[src/rtl/magic_wdog_pkg.sv]
package magic_wdog_pkg;

  localparam logic [7:0] OFS_COUNT  = 8'h00;
  localparam logic [7:0] OFS_RELOAD = 8'h04;
  localparam logic [7:0] OFS_KICK   = 8'h08;
  localparam logic [7:0] OFS_CTRL   = 8'h0C;
  localparam logic [7:0] OFS_STAT   = 8'h10;
  localparam logic [7:0] OFS_CLR    = 8'h14;

  localparam logic [15:0] KICK_KEY = 16'h4755;

  // control register layout, bit 7 down to bit 0
  typedef struct packed {
    logic       alt_boot;
    logic [1:0] scope;
    logic       use_slow;
    logic       ext_en;
    logic       irq_en;
    logic       rst_en;
    logic       run;
  } wdog_ctrl_t;

endpackage

[src/rtl/wdog_regfile.sv]
module wdog_regfile
  import magic_wdog_pkg::*;
#(
  parameter int unsigned ADDR_W = 32,
  parameter int unsigned DATA_W = 32,
  parameter int unsigned CNT_W  = 32
) (
  input  logic              clk,
  input  logic              rst_n,
  input  logic              wr_i,
  input  logic              rd_i,
  input  logic [ADDR_W-1:0] addr_i,
  input  logic [DATA_W-1:0] wdata_i,
  input  logic [CNT_W-1:0]  cnt_i,
  input  logic [1:0]        stat_i,
  output logic [DATA_W-1:0] rdata_o,
  output logic [CNT_W-1:0]  reload_o,
  output wdog_ctrl_t        ctrl_o,
  output logic              load_o,
  output logic              clr_o
);

  localparam int unsigned CTRL_W = $bits(wdog_ctrl_t);

  logic hit_reload, hit_ctrl, hit_kick, hit_clr, hit_cnt, hit_stat;
  logic reload_we, ctrl_we;
  logic [CNT_W-1:0] reload_q, reload_d;
  wdog_ctrl_t ctrl_q, ctrl_d;
  logic run_rise, kick_ok;

  assign hit_cnt    = (addr_i == ADDR_W'(OFS_COUNT));
  assign hit_reload = (addr_i == ADDR_W'(OFS_RELOAD));
  assign hit_kick   = (addr_i == ADDR_W'(OFS_KICK));
  assign hit_ctrl   = (addr_i == ADDR_W'(OFS_CTRL));
  assign hit_stat   = (addr_i == ADDR_W'(OFS_STAT));
  assign hit_clr    = (addr_i == ADDR_W'(OFS_CLR));

  always_comb begin
    reload_we = wr_i & hit_reload;
    ctrl_we   = wr_i & hit_ctrl;
    reload_d  = wdata_i[CNT_W-1:0];
    ctrl_d    = wdog_ctrl_t'(wdata_i[CTRL_W-1:0]);
    run_rise  = ctrl_we & ctrl_d.run & ~ctrl_q.run;
    kick_ok   = wr_i & hit_kick & (wdata_i[15:0] == KICK_KEY);
  end

  always_ff @(posedge clk or negedge rst_n) begin
    if (!rst_n) begin
      reload_q <= '0;
    end else if (reload_we) begin
      reload_q <= reload_d;
    end
  end

  always_ff @(posedge clk or negedge rst_n) begin
    if (!rst_n) begin
      ctrl_q <= '0;
    end else if (ctrl_we) begin
      ctrl_q <= ctrl_d;
    end
  end

  always_comb begin
    rdata_o = '0;
    if (rd_i) begin
      if (hit_cnt)    rdata_o = DATA_W'(cnt_i);
      if (hit_reload) rdata_o = DATA_W'(reload_q);
      if (hit_ctrl)   rdata_o = DATA_W'(ctrl_q);
      if (hit_stat)   rdata_o = DATA_W'(stat_i);
    end
  end

  assign reload_o = reload_q;
  assign ctrl_o   = ctrl_q;
  assign load_o   = run_rise | kick_ok;
  assign clr_o    = wr_i & hit_clr & wdata_i[0];

endmodule

[src/rtl/wdog_counter.sv]
module wdog_counter #(
  parameter int unsigned CNT_W = 32
) (
  input  logic             clk,
  input  logic             rst_n,
  input  logic             run_i,
  input  logic             use_slow_i,
  input  logic             tick_slow_i,
  input  logic             load_i,
  input  logic [CNT_W-1:0] reload_i,
  output logic [CNT_W-1:0] cnt_o,
  output logic             expire_o
);

  logic [CNT_W-1:0] cnt_q, cnt_d;
  logic tick, step, at_zero, cnt_we, expire;

  always_comb begin
    tick    = use_slow_i ? tick_slow_i : 1'b1;
    step    = run_i & tick;
    at_zero = (cnt_q == '0);
    expire  = step & at_zero & ~load_i;
    cnt_we  = load_i | step;
    cnt_d   = cnt_q;
    if (load_i) begin
      cnt_d = reload_i;
    end else if (step) begin
      cnt_d = at_zero ? reload_i : (cnt_q - CNT_W'(1));
    end
  end

  always_ff @(posedge clk or negedge rst_n) begin
    if (!rst_n) begin
      cnt_q <= '0;
    end else if (cnt_we) begin
      cnt_q <= cnt_d;
    end
  end

  assign cnt_o    = cnt_q;
  assign expire_o = expire;


  count_down_chk: assert property (@(posedge clk) disable iff (!rst_n)
    (run_i && tick && !load_i && cnt_q != '0) |=> (cnt_q == $past(cnt_q) - CNT_W'(1)));


  expire_reload_chk: assert property (@(posedge clk) disable iff (!rst_n)
    expire |=> (cnt_q == $past(reload_i)));


  hold_idle_chk: assert property (@(posedge clk) disable iff (!rst_n)
    (!run_i && !load_i) |=> $stable(cnt_q));

endmodule

[src/rtl/wdog_actions.sv]
module wdog_actions (
  input  logic       clk,
  input  logic       rst_n,
  input  logic       expire_i,
  input  logic       clr_i,
  input  logic       alt_boot_i,
  input  logic       rst_en_i,
  input  logic       irq_en_i,
  input  logic       ext_en_i,
  input  logic [1:0] scope_i,
  input  logic [1:0] cs_in_i,
  output logic [1:0] stat_o,
  output logic [1:0] cs_out_o,
  output logic       irq_o,
  output logic       rst_req_o,
  output logic [1:0] rst_scope_o,
  output logic       ext_start_o
);

  localparam int unsigned NUM_CS = 2;

  logic [1:0] stat_q, stat_d;
  logic stat_we;
  logic rst_req_q, rst_req_d, ext_q, ext_d;

  always_comb begin
    stat_d = stat_q;
    if (clr_i) stat_d = 2'b00;
    if (expire_i) begin
      stat_d[0] = 1'b1;
      if (alt_boot_i) stat_d[1] = 1'b1;
    end
    stat_we   = expire_i | clr_i;
    rst_req_d = expire_i & rst_en_i;
    ext_d     = expire_i & ext_en_i;
  end

  always_ff @(posedge clk or negedge rst_n) begin
    if (!rst_n) begin
      stat_q <= '0;
    end else if (stat_we) begin
      stat_q <= stat_d;
    end
  end

  always_ff @(posedge clk or negedge rst_n) begin
    if (!rst_n) begin
      rst_req_q <= 1'b0;
      ext_q     <= 1'b0;
    end else begin
      rst_req_q <= rst_req_d;
      ext_q     <= ext_d;
    end
  end

  for (genvar g = 0; g < NUM_CS; g++) begin : g_cs
    assign cs_out_o[g] = stat_q[1] ? cs_in_i[NUM_CS-1-g] : cs_in_i[g];
  end

  assign stat_o      = stat_q;
  assign irq_o       = stat_q[0] & irq_en_i;
  assign rst_req_o   = rst_req_q;
  assign ext_start_o = ext_q;
  assign rst_scope_o = scope_i;


  alt_sticky_chk: assert property (@(posedge clk) disable iff (!rst_n)
    (stat_q[1] && !clr_i) |=> stat_q[1]);


  clear_works_chk: assert property (@(posedge clk) disable iff (!rst_n)
    (clr_i && !expire_i) |=> (stat_q == 2'b00));

endmodule

[src/rtl/magic_wdog_top.sv]
module magic_wdog_top
  import magic_wdog_pkg::*;
#(
  parameter int unsigned ADDR_W = 32,
  parameter int unsigned DATA_W = 32,
  parameter int unsigned CNT_W  = 32
) (
  input  logic              clk,
  input  logic              rst_n,
  input  logic              tick_slow_i,
  input  logic              bus_wr_i,
  input  logic              bus_rd_i,
  input  logic [ADDR_W-1:0] bus_addr_i,
  input  logic [DATA_W-1:0] bus_wdata_i,
  output logic [DATA_W-1:0] bus_rdata_o,
  input  logic [1:0]        cs_in_i,
  output logic [1:0]        cs_out_o,
  output logic              irq_o,
  output logic              rst_req_o,
  output logic [1:0]        rst_scope_o,
  output logic              ext_start_o
);

  logic [1:0] rst_sync_q;
  logic rst_sn;

  always_ff @(posedge clk or negedge rst_n) begin
    if (!rst_n) begin
      rst_sync_q <= 2'b00;
    end else begin
      rst_sync_q <= {rst_sync_q[0], 1'b1};
    end
  end
  assign rst_sn = rst_sync_q[1];

  logic [CNT_W-1:0] cnt, reload;
  logic [1:0] stat;
  wdog_ctrl_t ctrl;
  logic load, clr, expire;

  wdog_regfile #(.ADDR_W(ADDR_W), .DATA_W(DATA_W), .CNT_W(CNT_W)) u_regs (
    .clk      (clk),
    .rst_n    (rst_sn),
    .wr_i     (bus_wr_i),
    .rd_i     (bus_rd_i),
    .addr_i   (bus_addr_i),
    .wdata_i  (bus_wdata_i),
    .cnt_i    (cnt),
    .stat_i   (stat),
    .rdata_o  (bus_rdata_o),
    .reload_o (reload),
    .ctrl_o   (ctrl),
    .load_o   (load),
    .clr_o    (clr)
  );

  wdog_counter #(.CNT_W(CNT_W)) u_cnt (
    .clk         (clk),
    .rst_n       (rst_sn),
    .run_i       (ctrl.run),
    .use_slow_i  (ctrl.use_slow),
    .tick_slow_i (tick_slow_i),
    .load_i      (load),
    .reload_i    (reload),
    .cnt_o       (cnt),
    .expire_o    (expire)
  );

  wdog_actions u_act (
    .clk         (clk),
    .rst_n       (rst_sn),
    .expire_i    (expire),
    .clr_i       (clr),
    .alt_boot_i  (ctrl.alt_boot),
    .rst_en_i    (ctrl.rst_en),
    .irq_en_i    (ctrl.irq_en),
    .ext_en_i    (ctrl.ext_en),
    .scope_i     (ctrl.scope),
    .cs_in_i     (cs_in_i),
    .stat_o      (stat),
    .cs_out_o    (cs_out_o),
    .irq_o       (irq_o),
    .rst_req_o   (rst_req_o),
    .rst_scope_o (rst_scope_o),
    .ext_start_o (ext_start_o)
  );

endmodule

[config.mk]
export PLATFORM = sky130hd
export DESIGN_NAME = magic_wdog_top
export DESIGN_NICKNAME = d
export VERILOG_FILES = /design/src/rtl/magic_wdog_pkg.sv /design/src/rtl/wdog_regfile.sv /design/src/rtl/wdog_counter.sv /design/src/rtl/wdog_actions.sv /design/src/rtl/magic_wdog_top.sv
export SDC_FILE = /design/constraint.sdc
export NUM_CORES = 1
export LEC_CHECK = 0
export ABC_AREA = 1
export BUFFER_PORTS_ARGS = -buffer_cell sky130_fd_sc_hd__buf_2
export CAP_MARGIN = 20
export CORE_ASPECT_RATIO = 2
export CORE_UTILIZATION = 40
export CTS_CLUSTER_DIAMETER = 150
export CTS_CLUSTER_SIZE = 20
export DETAILED_ROUTE_END_ITERATION = 16
export PLACE_DENSITY_LB_ADDON = 0.3
export SLEW_MARGIN = 10
export SYNTH_ARGS = -nofsm -noshare
export SYNTH_HDL_FRONTEND = slang
export SYNTH_HIERARCHICAL = 1
export SYNTH_SLANG_ARGS = --single-unit
[constraint.sdc]
create_clock -name clk -period 5.5 [get_ports clk]
set_clock_uncertainty 0.15 [all_clocks]
set_input_delay 1.1 -clock clk [delete_from_list [all_inputs] [get_ports clk]]
set_output_delay 1.1 -clock clk [all_outputs]
set_load 0.05 [all_outputs]
======== Word-level counts from Yosys, hierarchy flattened ========
Index checks and enable logic that the tools add are counted.
operators by class
  add/sub/neg operators ................... 1
  eq/ne operators ......................... 6
  muxes and demuxes ....................... 14
  bitwise logic cells ..................... 19
  reductions and logical operators ........ 6
operators by type and width
  kind                     number
  $mux W32                 8
  $eq A32 B4 Y1 const B    2
  $eq A32 B5 Y1 const B    2
  $logic_not A32 Y1        2
  $eq A32 B3 Y1 const B    1
  $sub A32 B1 Y32 const B  1
  $eq A16 B15 Y1 const B   1
  $and A1 B1 Y1            14
  $mux W1                  4
  $mux W2                  2
  $reduce_and A2 Y1        2
  $reduce_bool A2 Y1       2
  $or A1 B1 Y1             3
  $not A1 Y1               2
word-level totals
  bits in registers ....................... 78
  bits of input ports ..................... 71
  output and inout port bits .............. 39
  word-level logic and storage cells ...... 60

======== Depth between registers and ports, before layout ========
  word-level depth ........................ 9
  gate-level depth with buffers ........... 14
  depth with buffers taken out ............ 12

======== By module ========
The synthesis kept the hierarchy.
modules (own cells, without submodules)
  module          times used  cells an instance  area an instance (µm²)  seq. area each (µm²)
  wdog_counter    1           452                2,650.0                 800.8
  wdog_regfile    1           384                2,593.7                 1,001.0
  wdog_actions    1           26                 190.2                   100.1
  magic_wdog_top  1           3                  53.8                    50.0

======== Least setup slack after synthesis ========
OpenSTA, ideal clock, no wires.
  path kind ............................... in2out
  start point ............................. input port bus_addr_i[13]
  end point ............................... output port bus_rdata_o[3]
  data arrival time ....................... 3.029 ns
  data required time ...................... 4.250 ns
  setup slack ............................. 1.221 ns
  cell stages on the path ................. 10
  path buffers ............................ 1
  cells stage by stage .................... nor2_1 > nand2_2 > nor2_4 > nand2_2 > nor2_8 > nand2_4 > buf_6 > nand2_1 > nand2_1 > o21ai_0
on the way
  cells in the longest elaborated chain, start to end .. 6
RTL lines
  what               RTL line              RTL
  start, declared    magic_wdog_top.sv:13  input logic [ADDR_W-1:0] bus_addr_i,
  $logic_not A32 Y1  wdog_regfile.sv:31    assign hit_cnt = (addr_i == ADDR_W'(OFS_COUNT));
  $mux W32           wdog_regfile.sv:66    if (hit_cnt) rdata_o = DATA_W'(cnt_i);
  $mux W32           wdog_regfile.sv:67    if (hit_reload) rdata_o = DATA_W'(reload_q);
  $mux W32           wdog_regfile.sv:68    if (hit_ctrl) rdata_o = DATA_W'(ctrl_q);
  $mux W32 (*)       wdog_regfile.sv:69    if (hit_stat) rdata_o = DATA_W'(stat_i);
  $mux W32 (*)       wdog_regfile.sv:65    if (rd_i) begin
  end, declared      magic_wdog_top.sv:15  output logic [DATA_W-1:0] bus_rdata_o,
Every way passes the cells marked *; elsewhere a longest branch is shown, timed or not.

======== Final worst setup path ========
  start point ............................. input port bus_addr_i[31]
  end point ............................... output port bus_rdata_o[2]
Same word-level chain as after synthesis.

==> summary.txt <==
Outcome
  • Status: complete, no violations

Clocking
  • H-Tree Depth: 3
  • Setup Buffers After CTS: 0
  • # resized after CTS: 0
  • Clk_lat worst skew: roughly 0.35 ns
  • CTS Root Cell: clkbuf_16
  • Hold Buf Count CTS: 0
  • CTS tree: built
  • Reg clk slew, reported paths: 0.07 ns
  • TritonCTS buffer count: 9
  • Clk buf depth: 2
  • Clock sink count: 78

Worst setup path
  • Crit-path max FO: 57
  • Slowest CP cell: nand2_4
  • Crit path capture type: output pin
  • CP Cell Sequence: buf_2, nor2_1, nand2_1, nor2_1, nand2_2, nor2_8, nand2_4, nand2_1, nand2_1, a21oi_1, buf_2
  • Worst path bufs/invs: 2
  • CP Class: in -> out
  • Delay-heaviest family, CP: simple AND/OR/NAND/NOR gates
  • Reg2Reg Launch Point: u_regs/ctrl_o[0]
  • CP max stage delay: about 0.37 ns
  • CP required: approximately 4.3 ns
  • Cell mode on critical path: nand2_1
  • Worst Path Arrival: a little over 3 ns
  • Worst Setup Start Kind: input pin
  • Crit path launch: bus_addr_i[31]

Final layout
  • Fraction of layout cells with a size suffix above 1: between 15 and 20%
  • Fin util: between 40% and 50%
  • Area growth, synth to finish: 16.05%
  • N_diodes: 0
  • Design Area, Final: approximately 0.0064 mm²
  • NumNets Final: 1,031

Logic synthesis
  • Cell Area, Synth: between 0.005 and 0.006 mm²
  • Yosys reg bits: 78
  • Post-synth cell types: 36
  • Async S/R FF share, synth: 100.0%
  • Main flop type after synthesis: dfrtp_1
  • Post-synthesis instance total: between 800 and 900
  • Synth warnings: 6
  • Mapped Nets: 938
  • Post-synth EDFFs: 0
  • Share of the synthesized area in the top cell type: 35.57%
  • Seq/Total Area, Yosys: a little over a third
  • Top cells by count, synth: nand2_1 (322), nor2_1 (112), inv_1 (104), dfrtp_1 (78), nand3_1 (50)
  • Most common cell in the synthesized netlist: nand2_1
  • Mapped Avg Cell Area: ~6.3 µm²
  • Largest cells by area after synthesis: dfrtp_1 (36%), nand2_1 (22%), nor2_1 (7.7%)
  • Largest area contributor in the synthesized netlist: dfrtp_1

Drt
  • Total Wirelength: 16,060 µm
  • # DRC: 0
  • First-pass DRT Iterations: 7
  • DR WL/cell: around 14 µm
  • Initial drt markers: about 220
  • Antenna Violating Nets Remaining: 0
  • Via density: ~5.0
  • Routed vias: ~5.6k

Power
  • Leak Pwr: about 4 nW
  • Power density cells: 197.2 mW/mm²
  • Final Power: 1.256 mW
  • Peak supply drop: 0.1519 mV

Min path
  • HP Class: reg -> async

Place
  • RePlAce Congestion: between 0.9 and 1
  • Post-DP HPWL: roughly 12,000 µm
  • I/O Buffers: about 110
  • Placement-stage cell area: between 0.006 and 0.007 mm²

STA
  • Worst hold slack: approximately 0.13 ns
  • Setup TNS: 0 ns
  • Final hold viol count: 0
  • Least-Margin Pin Slew: about 1 ns
  • Min Tclk post-route: 4.274 ns
  • Final Max Tran Viols: 0
  • Rel. slew slack: a little over a third
  • Endpoints failing setup: 0
  • Crit share post-route: a little under 80%
  • RSZ-0062 raised after global routing: false
  • Fmax: approximately 230 MHz

GRT
  • Number of global-route vias before repair: between 5k and 6k
  • Largest net degree at the start of global routing: 64
  • Antenna violations before repair: 0
  • Global-route wire length before repair: ~26,000 µm
  • Total track usage: 23.67%
  • Total congestion overflow: 0

Floorplanning
  • Std cell rows: 60
  • Io pins: 110
  • DIE AREA: ~0.014 mm²
  • Height of the die: between 150 and 200 µm
  • Die width: 84.83 µm
  • Initial Utilization: 40.84%
  • Core area: between 0.01 and 0.015 mm²

Flow run
  • Max-cap violations: 0
==> routing by layer <==
metal  wire [µm]  share of wire (%)  up-vias  GRT usage, %
met5           0                  0        -             0
met4         763                4.8        0         12.60
met3         413                2.6       40         2.957
met2        9204                 57      128         47.26
met1        5673                 35     2566         22.67
li1            -                  -     2843             -
==> final cells by class <==
| type | count | area (µm²) |
|---|---|---|
| Sequential cell | 78 | 1956 |
| Clock inverter | 5 | 58.81 |
| Clock buffer | 11 | 242.7 |
| Tap cell | 155 | 193.9 |
| Multi-Input combinational cell | 647 | 2925 |
| Timing Repair Buffer | 115 | 590.6 |
| Inverter | 107 | 401.6 |
| Fill cell | 1492 | 7069 |
==> per-stage QoR <==
step	setup WS, ns	cells
finish	1.226	1118
global route	1.051	1118
CTS	1.200	1118
detailed placement	1.218	1102
global placement	1.241	1102
floorplan	1.221	865
==> logic make-up (layout without fill, tap and decap cells) <==
| logic type | Yosys count | count (layout) | synth area share (%) |
|---|---|---|---|
| AOI/OAI and AO/OA | 95 | 95 | 9.302 |
| xor gates and xnor gates | 14 | 14 | 2.234 |
| adders and majority gates | 2 | 2 | 0.4559 |
| buffers and inverters | 140 | 238 | 11.22 |
| DFF | 78 | 78 | 35.57 |
| other | 1 | 1 | 0.06833 |
| and+or+nand+nor | 535 | 535 | 41.15 |
==> placed cells by master, fill, tap and decap left out, types with 9 or more instances in the layout <==
cell type	n
nand3_1	50
clkbuf_16	9
buf_2	109
a21oi_1	17
inv_1	104
xor2_1	9
dfrtp_1	77
o21ai_0	32
nor2_1	112
nand2_2	10
nand3b_1	9
o21ai_1	37
nand2_1	322
==> power by group <==
part           total [mW]  switching [mW]  internal, mW
clock               0.619           0.254         0.365
sequential          0.579         0.00477         0.575
combinational      0.0576          0.0340        0.0236
total                1.26           0.293         0.963
==> final timing paths <==
| check | endpoint | slack [ns] | cells past startpoint |
|---|---|---|---|
| worst min register to register | u_regs/reload_o[30] | 0.13 | 0 |
| worst max register to register | u_cnt/cnt_o[14] | 2.91 | 7 |
| worst max-delay path | bus_rdata_o[2] | 1.23 | 11 |
| max in group asynchronous | u_regs/reload_o[10] | 4.10 | 1 |
| min in group clk | rst_sync_q[1] | 0.20 | 0 |
| worst min-delay path | u_regs/reload_o[30] | 0.13 | 0 |
==> sequential cells by signal (all words and copies together), names as in the netlist <==
signal,count
u_cnt/cnt_o,32
u_act/ext_start_o,1
u_act/rst_req_o,1
u_act/stat_o,2
rst_sync_q,2
u_regs/ctrl_o,8
u_regs/reload_o,32
==> worst reg2reg max path: cells and delay by family (launching register included) <==
kind | cells | cell delay (ns)
buf+inv | 3 | 0.99
compound gates | 1 | 0.10
flops | 1 | 0.40
simple gates | 3 | 0.85
(Power assumes the default switching activity.)
